[config.mk]
export PLATFORM = sky130hd
export DESIGN_NAME = nws_sram
export DESIGN_NICKNAME = d
export VERILOG_FILES = /design/src/rtl/nws_pkg.sv /design/src/rtl/nws_ctrl.sv /design/src/rtl/nws_store.sv /design/src/rtl/nws_sram.sv
export SDC_FILE = /design/constraint.sdc
export NUM_CORES = 1
export LEC_CHECK = 0
export BUFFER_PORTS_ARGS = -buffer_cell sky130_fd_sc_hd__buf_2
export CELL_PAD_IN_SITES_DETAIL_PLACEMENT = 1
export CELL_PAD_IN_SITES_GLOBAL_PLACEMENT = 1
export CORE_ASPECT_RATIO = 1.2
export CORE_MARGIN = 1.5
export CORE_UTILIZATION = 40
export DETAILED_ROUTE_END_ITERATION = 8
export PLACE_DENSITY = 0.68
export SYNTH_ARGS = -nofsm -noshare
export SYNTH_HDL_FRONTEND = slang
export SYNTH_SLANG_ARGS = --single-unit
[constraint.sdc]
create_clock -name clk -period 3.3 [get_ports clk]
set_clock_uncertainty 0.15 [all_clocks]
set_input_delay 0.165 -clock clk [delete_from_list [all_inputs] [get_ports clk]]
set_output_delay 0.165 -clock clk [all_outputs]
set_load 0.01 [all_outputs]
[src/rtl/nws_pkg.sv]
// Shared types and helpers for the zero-turnaround SRAM model.
// Assumes a 2-bit burst counter (bursts of four words).
package nws_pkg;

    typedef enum logic [1:0] {
        CMD_IDLE = 2'd0,
        CMD_RD   = 2'd1,
        CMD_WR   = 2'd2
    } cmd_e;

    // Low address bits of a burst beat for the chosen order.
    function automatic logic [1:0] beat_offset(input logic [1:0] start,
                                               input logic [1:0] beat,
                                               input logic       ilv);
        return ilv ? (start ^ beat) : 2'(start + beat);
    endfunction

endpackage

[src/rtl/nws_ctrl.sv]
// Address and command stage: decodes chip select and read/write on load
// cycles, steps the burst counter on advance cycles and registers the
// effective address, command and lane mask into pipeline stage 1.
// Assumes ADDR_W >= 3; everything holds while en is low.
module nws_ctrl
    import nws_pkg::*;
#(
    parameter int ADDR_W = 6,
    parameter int LANES  = 2
) (
    input  logic              clk,
    input  logic              rst_n,
    input  logic              en,
    input  logic              ce_n,
    input  logic              ce2,
    input  logic              ce2_n,
    input  logic              adv,
    input  logic              rw_n,
    input  logic              burst_ilv,
    input  logic [LANES-1:0]  bw_n,
    input  logic [ADDR_W-1:0] addr,
    output cmd_e              cmd1,
    output logic [ADDR_W-1:0] addr1,
    output logic [LANES-1:0]  wmask1
);

    localparam int HI_W = ADDR_W - 2;

    cmd_e            run_cmd;
    cmd_e            load_cmd;
    logic [HI_W-1:0] base_q;
    logic [1:0]      start_q;
    logic [1:0]      beat_q;
    logic [1:0]      beat_nx;
    logic            ilv_q;
    logic            sel;

    // Decode the command a load cycle would start.
    always_comb begin
        sel      = !ce_n && ce2 && !ce2_n;
        load_cmd = !sel ? CMD_IDLE : (rw_n ? CMD_RD : CMD_WR);
        beat_nx  = beat_q + 2'd1;
    end

    // Burst bookkeeping: latch the start point on load, step on advance.
    always_ff @(posedge clk) begin
        if (!rst_n) begin
            run_cmd <= CMD_IDLE;
            base_q  <= '0;
            start_q <= '0;
            beat_q  <= '0;
            ilv_q   <= 1'b0;
        end else if (en) begin
            if (!adv) begin
                run_cmd <= load_cmd;
                base_q  <= addr[ADDR_W-1:2];
                start_q <= addr[1:0];
                beat_q  <= 2'd0;
                ilv_q   <= burst_ilv;
            end else begin
                beat_q  <= beat_nx;
            end
        end
    end

    // Stage 1 register: command, effective address and lane mask.
    always_ff @(posedge clk) begin
        if (!rst_n) begin
            cmd1   <= CMD_IDLE;
            addr1  <= '0;
            wmask1 <= '0;
        end else if (en) begin
            wmask1 <= ~bw_n;
            if (!adv) begin
                cmd1  <= load_cmd;
                addr1 <= addr;
            end else begin
                cmd1  <= run_cmd;
                addr1 <= {base_q, beat_offset(start_q, beat_nx, ilv_q)};
            end
        end
    end

    AST_CTRL_HOLD: assert property (@(posedge clk) disable iff (!rst_n)
        !en |=> $stable(addr1) && $stable(cmd1) && $stable(wmask1));
    AST_UPPER_FIXED: assert property (@(posedge clk) disable iff (!rst_n)
        en && adv |=> $stable(addr1[ADDR_W-1:2]));
    AST_LINEAR_STEP: assert property (@(posedge clk) disable iff (!rst_n)
        en && adv && !ilv_q |=> addr1[1:0] == 2'($past(addr1[1:0]) + 2'd1));
    AST_ILV_LSB: assert property (@(posedge clk) disable iff (!rst_n)
        en && adv && ilv_q |=> addr1[0] != $past(addr1[0]));

endmodule

[src/rtl/nws_store.sv]
// Storage: register array plus a one-entry write buffer. Accepted write
// data is parked in the buffer and committed on the next enabled edge;
// the read port merges buffered lanes over the array word on an address hit.
// Assumes at most one access (read or write) per enabled edge.
module nws_store #(
    parameter int ADDR_W = 6,
    parameter int LANES  = 2,
    parameter int LANE_W = 9
) (
    input  logic                     clk,
    input  logic                     rst_n,
    input  logic                     en,
    input  logic                     wr,
    input  logic [ADDR_W-1:0]        waddr,
    input  logic [LANES-1:0]         wmask,
    input  logic [LANES*LANE_W-1:0]  wdata,
    input  logic [ADDR_W-1:0]        raddr,
    output logic [LANES*LANE_W-1:0]  rdata
);

    localparam int DEPTH = 1 << ADDR_W;
    localparam int DW    = LANES * LANE_W;

    logic [DW-1:0]     mem [DEPTH];
    logic              wb_vld;
    logic [ADDR_W-1:0] wb_addr;
    logic [LANES-1:0]  wb_mask;
    logic [DW-1:0]     wb_data;
    logic              hit;

    // Commit the parked write, lane by lane.
    always_ff @(posedge clk) begin
        if (en && wb_vld) begin
            for (int l = 0; l < LANES; l++) begin
                if (wb_mask[l]) begin
                    mem[wb_addr][l*LANE_W +: LANE_W] <= wb_data[l*LANE_W +: LANE_W];
                end
            end
        end
    end

    // Park newly accepted write data.
    always_ff @(posedge clk) begin
        if (!rst_n) begin
            wb_vld  <= 1'b0;
            wb_addr <= '0;
            wb_mask <= '0;
            wb_data <= '0;
        end else if (en) begin
            wb_vld <= wr;
            if (wr) begin
                wb_addr <= waddr;
                wb_mask <= wmask;
                wb_data <= wdata;
            end
        end
    end

    // Detect a read of the parked address.
    always_comb hit = wb_vld && (wb_addr == raddr);

    // Per-lane forwarding mux.
    for (genvar g = 0; g < LANES; g++) begin : g_lane
        assign rdata[g*LANE_W +: LANE_W] = (hit && wb_mask[g])
            ? wb_data[g*LANE_W +: LANE_W]
            : mem[raddr][g*LANE_W +: LANE_W];
    end

    AST_WB_LOAD: assert property (@(posedge clk) disable iff (!rst_n)
        en && wr |=> wb_vld && wb_addr == $past(waddr) && wb_data == $past(wdata));
    AST_WB_HOLD: assert property (@(posedge clk) disable iff (!rst_n)
        !en |=> $stable(wb_vld) && $stable(wb_data));
    AST_FWD_FULL: assert property (@(posedge clk) disable iff (!rst_n)
        hit && (&wb_mask) |-> rdata == wb_data);

endmodule

[src/rtl/nws_sram.sv]
// Top of the zero-turnaround SRAM model. Stage 1 comes from nws_ctrl;
// stage 2 carries the slot in which write data is taken from dq_i or
// read data is loaded into the output register. oe_n gates the drive
// enable without a clock. Assumes a single clock domain.
module nws_sram
    import nws_pkg::*;
#(
    parameter int ADDR_W = 6,
    parameter int LANES  = 2,
    parameter int LANE_W = 9
) (
    input  logic                    clk,
    input  logic                    rst_n,
    input  logic                    cke_n,
    input  logic                    ce_n,
    input  logic                    ce2,
    input  logic                    ce2_n,
    input  logic                    adv,
    input  logic                    rw_n,
    input  logic [LANES-1:0]        bw_n,
    input  logic                    burst_ilv,
    input  logic                    oe_n,
    input  logic [ADDR_W-1:0]       addr,
    input  logic [LANES*LANE_W-1:0] dq_i,
    output logic [LANES*LANE_W-1:0] dq_o,
    output logic                    dq_oe
);

    localparam int DW = LANES * LANE_W;

    logic              en;
    cmd_e              cmd1;
    cmd_e              cmd2;
    logic [ADDR_W-1:0] addr1;
    logic [ADDR_W-1:0] addr2;
    logic [LANES-1:0]  wmask1;
    logic [LANES-1:0]  wmask2;
    logic [DW-1:0]     rdata;
    logic [DW-1:0]     dq_q;
    logic              drv_q;
    logic              wr2;

    // Clock-enable polarity and write strobe for the data slot.
    always_comb begin
        en  = !cke_n;
        wr2 = (cmd2 == CMD_WR);
    end

    nws_ctrl #(.ADDR_W(ADDR_W), .LANES(LANES)) u_ctrl (
        .clk       (clk),
        .rst_n     (rst_n),
        .en        (en),
        .ce_n      (ce_n),
        .ce2       (ce2),
        .ce2_n     (ce2_n),
        .adv       (adv),
        .rw_n      (rw_n),
        .burst_ilv (burst_ilv),
        .bw_n      (bw_n),
        .addr      (addr),
        .cmd1      (cmd1),
        .addr1     (addr1),
        .wmask1    (wmask1)
    );

    // Stage 2 register: the slot one edge before data moves.
    always_ff @(posedge clk) begin
        if (!rst_n) begin
            cmd2   <= CMD_IDLE;
            addr2  <= '0;
            wmask2 <= '0;
        end else if (en) begin
            cmd2   <= cmd1;
            addr2  <= addr1;
            wmask2 <= wmask1;
        end
    end

    nws_store #(.ADDR_W(ADDR_W), .LANES(LANES), .LANE_W(LANE_W)) u_store (
        .clk   (clk),
        .rst_n (rst_n),
        .en    (en),
        .wr    (wr2),
        .waddr (addr2),
        .wmask (wmask2),
        .wdata (dq_i),
        .raddr (addr2),
        .rdata (rdata)
    );

    // Output register and its drive flag.
    always_ff @(posedge clk) begin
        if (!rst_n) begin
            dq_q  <= '0;
            drv_q <= 1'b0;
        end else if (en) begin
            drv_q <= (cmd2 == CMD_RD);
            if (cmd2 == CMD_RD) begin
                dq_q <= rdata;
            end
        end
    end

    assign dq_o  = dq_q;
    assign dq_oe = drv_q && !oe_n;

    AST_SLOT_NO_DRIVE: assert property (@(posedge clk) disable iff (!rst_n)
        en && cmd2 != CMD_RD |=> !dq_oe);
    AST_READ_DRIVES: assert property (@(posedge clk) disable iff (!rst_n)
        en && cmd2 == CMD_RD |=> dq_oe || oe_n);
    AST_OUT_HOLD: assert property (@(posedge clk) disable iff (!rst_n)
        !en |=> $stable(dq_o) && $stable(drv_q));

endmodule

==> results of run 1 <==
[cell type report]
class,instances,area share
Clock inverter,75,0.0120
Multi-Input combinational cell,1045,0.195
Clock buffer,135,0.0534
Tap cell,1540,0.0349
Inverter,2,0.000136
Sequential cell,1227,0.654
Timing Repair Buffer,348,0.0506
Antenna cell,1,0.0000453
[layer usage]
metal / global-route usage / part of all wire
met1: 0.268 / 0.40
met2: 0.368 / 0.52
met3: 0.0232 / 0.049
met4: 0.0788 / 0.032
met5: 0 / 0
[power by group through the flow]
stage	combinational, mW	sequential [mW]	clock [mW]
global route	0.596	16.8	13.5
finish	0.560	16.8	12.8
global placement	0.514	17.1	0
detailed placement	0.526	17.1	0
floorplan	0.362	17.1	0
CTS	0.566	16.8	13.0
[logic make-up after synthesis]
kind of cell    share of synthesized area
fa+ha+maj                        0.000262
simple gates                       0.0388
flops                               0.756
mux                                 0.147
xor+xnor                          0.00165
buf+inv                            0.0175
compound gates                     0.0384
[per-stage QoR]
stage               total power [mW]  instances  utilization
floorplan                       17.5       2421            -
global placement                17.6       4108        0.433
detailed placement              17.7       4108        0.433
CTS                             30.4       4372        0.468
global route                    30.9       4372        0.468
finish                          30.2       4373        0.468
[what timing repair did]
| action | in CTS | in global routing |
|---|---|---|
| hold endpoints to repair | 60 | 0 |
| setup endpoints to repair | 0 | 0 |
| hold buffers | 54 | 0 |
[registers in the layout (all words and copies together) (netlist names), 4 cells and up]
register / cells
dq_o: 18
u_ctrl.addr1: 6
u_store.wb_data: 18
u_ctrl.base_q: 4
addr2: 6
u_store.wb_addr: 6
u_store.mem: 1152
[synthesized netlist by cell type (9+ instances only)]
master,instances,area (um^2)
sky130_fd_sc_hd__edfxtp_1,1152,34600
sky130_fd_sc_hd__mux4_2,267,6010
sky130_fd_sc_hd__nor2_1,148,556
sky130_fd_sc_hd__nand2_1,136,510
sky130_fd_sc_hd__mux2i_1,89,891
sky130_fd_sc_hd__dfxtp_1,75,1500
sky130_fd_sc_hd__clkbuf_1,62,233
sky130_fd_sc_hd__o21ai_0,47,235
sky130_fd_sc_hd__buf_2,43,215
sky130_fd_sc_hd__a21boi_0,38,285
sky130_fd_sc_hd__nor2b_1,29,181
sky130_fd_sc_hd__nand3_1,27,135
sky130_fd_sc_hd__o22ai_1,27,169
sky130_fd_sc_hd__a22oi_1,22,165
sky130_fd_sc_hd__buf_4,21,158
sky130_fd_sc_hd__a211oi_1,20,150
sky130_fd_sc_hd__a22o_1,19,166
sky130_fd_sc_hd__buf_6,19,214
sky130_fd_sc_hd__a21oi_1,17,85.1
sky130_fd_sc_hd__o221ai_1,17,149
sky130_fd_sc_hd__and2_1,12,75.1
sky130_fd_sc_hd__a31oi_1,10,62.6
sky130_fd_sc_hd__mux2_2,10,113
sky130_fd_sc_hd__a211o_1,9,78.8
sky130_fd_sc_hd__xnor2_1,9,78.8
[cell usage in the layout, fill, tap and decap left out, drive strengths merged, types with 12 or more instances in the layout]
| master | count |
|---|---|
| edfxtp | 1152 |
| clkbuf | 135 |
| o21ai | 52 |
| o22ai | 27 |
| nor2 | 148 |
| nor2b | 29 |
| buf | 294 |
| a21oi | 17 |
| a211oi | 20 |
| a21boi | 38 |
| mux4 | 267 |
| nand3 | 27 |
| dlygate4sd3 | 54 |
| mux2i | 89 |
| dfxtp | 75 |
| o221ai | 17 |
| and2 | 12 |
| clkinv | 55 |
| nand2 | 136 |
| a22o | 19 |
| a22oi | 22 |
[worst max-delay path by stage]
stage / startpoint / to / cells after the start
after floorplan: u_store.wb_addr[0] / u_store.mem[41][0] / 5
after global placement: addr2[0] / dq_o[17] / 6
after detailed placement: addr2[0] / dq_o[17] / 6
after CTS: addr2[2] / dq_o[11] / 7
after global routing: addr2[0] / dq_o[14] / 7
final: addr2[3] / dq_o[13] / 6
[worst min-delay path: stages]
cell and delay [ns]:
sky130_fd_sc_hd__dlygate4sd3_1 0.54, sky130_fd_sc_hd__buf_2 0.12, sky130_fd_sc_hd__nand2_1 0.04, sky130_fd_sc_hd__a21boi_0 0.06
==> flow_summary.ini, run 1 <==
[critical_path]
cp_slowest_stage_delay_ns = 1.08
r2r-start = addr2[3]
worstReg2RegEnd = dq_o[13]
cp_num_buf_inv = 1
worst_ep_required_time_ns = 3.80
cp_max_fo = 18
critical-path-slowest-cell = sky130_fd_sc_hd__nor2b_1
timing.critical_path.mode_cell = sky130_fd_sc_hd__a31oi_1
path_cells = nor2b_1 -> buf_4 -> a22oi_1 -> a31oi_1 -> o21ai_1 -> a31oi_1
worstPathArrival_ns = 3.56
crit_path_launch_type = register
crit_family = simple AND/OR/NAND/NOR gates
rr_worst_depth = 6
timing_worst_setup_path_type = register to register
r2r_setup_slack_ns = 0.24
worst_setup_path_end_kind = register

[yosys]
synth_cells = 2421
syn-cell-area_mm2 = 0.0477
postSynthNetCount = 2458
synth-seq-cells = 1227
asyncSetResetFlopFracSynth = 0
seq_area_frac_synth = 0.756
count_of_flip_flops_with_a_built_in_enable_after_synthesis = 1152
netlist-cell-type-count = 57
synth_warnings = 0
synth_area_per_cell_um2 = 19.7
main_flop_type_after_synthesis = sky130_fd_sc_hd__edfxtp_1

[route]
drt-initial-drc-count = 2111
route.antenna.remaining_nets = 0
number_of_vias_per_cell_after_detailed_routing = 5.70
wire_per_inst_um = 29.0
dr_total_vias = 24900
detail_route.drc_violations = 0
drt_pre_antenna_iters = 7
routed_wirelength_um = 127000

[power]
maximum_ir_drop_on_the_vdd_rail_v = 0.000395
share_seq_of_total_power = 0.556
internal-power_mw = 24.1
power.density_cell_area_mw_per_mm2 = 546
power.share.combinational = 0.019
sw_frac_of_total = 0.202
total_switching_power_mw = 6.09
p_clk_frac = 0.425
p_leak_nw = 20.3

[global_route]
antenna_found_initial = 1
grt_pass1_vias = 26800
global_route.overflow_total = 0
grt_max_degree = 67
grt_pass1_wl_um = 187000
grt.total_usage = 0.210

[timing]
max_freq_mhz = 327
timing_max_transition_violations_final = 0
post-route-period-util = 0.928
timing.final.ws_setup_ns = 0.237
slew_headroom = 0.127
fin_setup_tns_ns = 0
min_period_ns = 3.06
final.hold.worst_slack_ns = 0.0900
unrepaired_setup_endpoints_after_global_routing = no
worst_slew_pin_slew_ns = 1.31
timing_hold_violations_final = 0
timing.final.setup_violations = 0

[die]
die-area_mm2 = 0.121
height_of_the_chip_um = 381
placementRows = 138
initial_core_util = 0.404
core_region_area_mm2 = 0.118
pin_count = 55
dieWidth_um = 318

[flow_run]
maxCapViolations = 0

[clock_tree]
clk_latency_ns = 0.72
cts-root-to-sink-buffers = 3
postCtsResizedCells = 0
reg_clk_slew_reported_paths_ns = 0.07
cts-root-buf = sky130_fd_sc_hd__clkbuf_16
ctsHtreeMaxLevel = 3
tritoncts = yes
cts.sink_count = 1227
cts_made_buffers = 112
cts.repair_timing.setup_buffer_count = 0

[placement]
dp_hpwl_um = 83300
routabilityCongestion = 0.832
io_buffers = 54
place_area_mm2 = 0.0511
dp_slack_ns = 0.344

[cells_and_area]
regArea_mm2 = 0.0361
multiInputGateArea_mm2 = 0.0108
number_of_filler_cells_placed_in_the_layout = 11000
drive_above_1_share = 0.274
design_area_mm2 = 0.0553
fin_nets = 2773
area_growth_from_synthesis_to_final_layout_pct = 15.9

[status]
outcome = complete, no violations

[worst_hold_path]
worst_hold_path.num_cells = 4
hold_path.class = input port to register
hold_path.startpoint = dq_i[2]
holdPathEnd = u_store.wb_data[2]
Note: power is estimated with default switching activity, not from simulation.
==> inputs of run 2 (changes only) <==
--- a/config.mk
+++ b/config.mk
@@ -9,7 +9,6 @@
 export CELL_PAD_IN_SITES_DETAIL_PLACEMENT = 1
 export CELL_PAD_IN_SITES_GLOBAL_PLACEMENT = 1
 export CORE_ASPECT_RATIO = 1.2
-export CORE_MARGIN = 1.5
 export CORE_UTILIZATION = 40
 export DETAILED_ROUTE_END_ITERATION = 8
 export PLACE_DENSITY = 0.68
==> flow_summary.ini, run 2 (synthesis results as in run 1) <==
[cells_and_area]
fin_nets = 2781
design_area_mm2 = 0.0557
antenna_cells = 0
drive_above_1_share = 0.276
area_growth_from_synthesis_to_final_layout_pct = 16.7
number_of_filler_cells_placed_in_the_layout = 10900
regMostFlops = u_store.mem
layout.cells.most_common = sky130_fd_sc_hd__edfxtp_1
top_library_cells_by_usage_in_the_layout_fill_and_taps_aside = 1152 x sky130_fd_sc_hd__edfxtp_1, 267 x sky130_fd_sc_hd__mux4_2, 229 x sky130_fd_sc_hd__buf_4
post_layout_nonfiller_instances = 4380
flip_flop_count_of_the_largest_register_all_copies_and_words_added = 1152

[timing]
worst_slew_pin_slew_ns = 1.18
timing.final.ws_setup_ns = 0.288
fin_setup_tns_ns = 0
timing_max_transition_violations_final = 0
post-route-period-util = 0.913
min_period_ns = 3.01
max_freq_mhz = 332
timing_hold_violations_final = 0
timing.final.setup_violations = 0
unrepaired_setup_endpoints_after_global_routing = no
slew_headroom = 0.211

[critical_path]
crit_family = multiplexers
worst_setup_path_end_kind = register
worstPathArrival_ns = 3.47
cp_max_fo = 24
crit_path_launch_type = register
cp_num_buf_inv = 2
r2r_setup_slack_ns = 0.29
worstReg2RegEnd = dq_o[11]
cp_slowest_stage_delay_ns = 0.55
worst_ep_required_time_ns = 3.76
timing_worst_setup_path_type = register to register
rr_worst_depth = 7
critical-path-slowest-cell = sky130_fd_sc_hd__mux4_2
path_cells = buf_12 -> buf_4 -> mux4_2 -> mux2i_1 -> o21ai_1 -> o2111ai_1 -> a31oi_1
r2r-start = addr2[0]

[global_route]
antenna_found_initial = 2
grt_pass1_wl_um = 182000
global_route.overflow_total = 0
grt.total_usage = 0.208
grt_pass1_vias = 26800
grt_max_degree = 71

[route]
wire_per_inst_um = 28.5
drt-initial-drc-count = 2112
drt_pre_antenna_iters = 5
routed_wirelength_um = 125000
number_of_vias_per_cell_after_detailed_routing = 5.63
detail_route.drc_violations = 0
dr_total_vias = 24700
route.antenna.remaining_nets = 0

[die]
initial_core_util = 0.404
pin_count = 55
dieWidth_um = 317
height_of_the_chip_um = 380
core_region_area_mm2 = 0.118
placementRows = 138
die-area_mm2 = 0.121

[placement]
dp_hpwl_um = 81800
io_buffers = 54
dp_slack_ns = 0.324
place_area_mm2 = 0.0512
routabilityCongestion = 0.836
dp.cells = 4114

[clock_tree]
cts_made_buffers = 114
cts-root-to-sink-buffers = 3
postCtsResizedCells = 0
cts-root-buf = sky130_fd_sc_hd__clkbuf_16
reg_clk_slew_reported_paths_ns = 0.07
cts.sink_count = 1227
tritoncts = yes
ctsHtreeMaxLevel = 3
clk_latency_ns = 0.73

[worst_hold_path]
holdPathEnd = u_store.wb_data[10]
hold_path.class = input port to register
hold_path.startpoint = dq_i[10]
worst_hold_path.num_cells = 4

[power]
maximum_ir_drop_on_the_vdd_rail_v = 0.000344
report.power.total_mw = 31.4
power.density_cell_area_mw_per_mm2 = 563
p_leak_nw = 20.5

[status]
outcome = complete, no violations

[flow_run]
maxCapViolations = 0
==> run 2: cell count changes in the layout (fill, tap and decap cells not counted), sizes merged <==
cell | before | now
inv | 5 | 8
clkbuf | 135 | 138
clkinvlp | 8 | 6
bufinv | 9 | 23
clkinv | 55 | 39
diode | 1 | 0
buf | 294 | 300
==> run 2: worst max-delay path by stage <==
stage	end	cells past startpoint	start	slack (ns)
finish	dq_o[11]	7	addr2[0]	0.29
floorplan	u_store.mem[41][0]	5	u_store.wb_addr[0]	0.98
global placement	dq_o[11]	7	addr2[0]	0.37
global route	dq_o[11]	7	addr2[0]	0.20
detailed placement	dq_o[11]	7	addr2[0]	0.32
CTS	dq_o[11]	7	addr2[0]	0.31
==> run 2: metal layers <==
metal  GRT usage  share of wire
met1       0.255           0.38
met2       0.359           0.51
met3      0.0378          0.059
met4      0.0869          0.041
met5     0.00649         0.0010
==> run 2: what timing repair did <==
action                    in CTS  in global routing
hold buffers                  54                  0
setup buffers                  0                  0
hold endpoints to repair      58                  0
==> run 2: layout make-up <==
class	count	area [um^2]	share of cell area
Clock buffer	138	2960	0.0532
Clock inverter	74	991	0.0178
Inverter	2	7.51	0.000135
Multi-Input combinational cell	1045	10800	0.194
Sequential cell	1227	36100	0.649
Tap cell	1540	1930	0.0346
Timing Repair Buffer	354	2870	0.0515
==> run 2: metrics by stage <==
stage / hold WS (ns) / util
after detailed placement: 0.276 / 0.434
after floorplan: 0.160 / -
after global routing: 0.116 / 0.472
final: 0.0854 / 0.472
after global placement: 0.263 / 0.434
after CTS: 0.0454 / 0.472
==> run 2: where the power goes <==
part           switching (mW)  internal (mW)
Combinational           0.319          0.252
Sequential             0.0325           16.8
Clock                    5.79           8.20
Total                    6.15           25.2
==> run 2: tightest hold or removal path, cell delays in order <==
cell,delay [ns]
sky130_fd_sc_hd__dlygate4sd3_1,0.52
sky130_fd_sc_hd__buf_2,0.12
sky130_fd_sc_hd__nand2_1,0.04
sky130_fd_sc_hd__a21boi_0,0.07
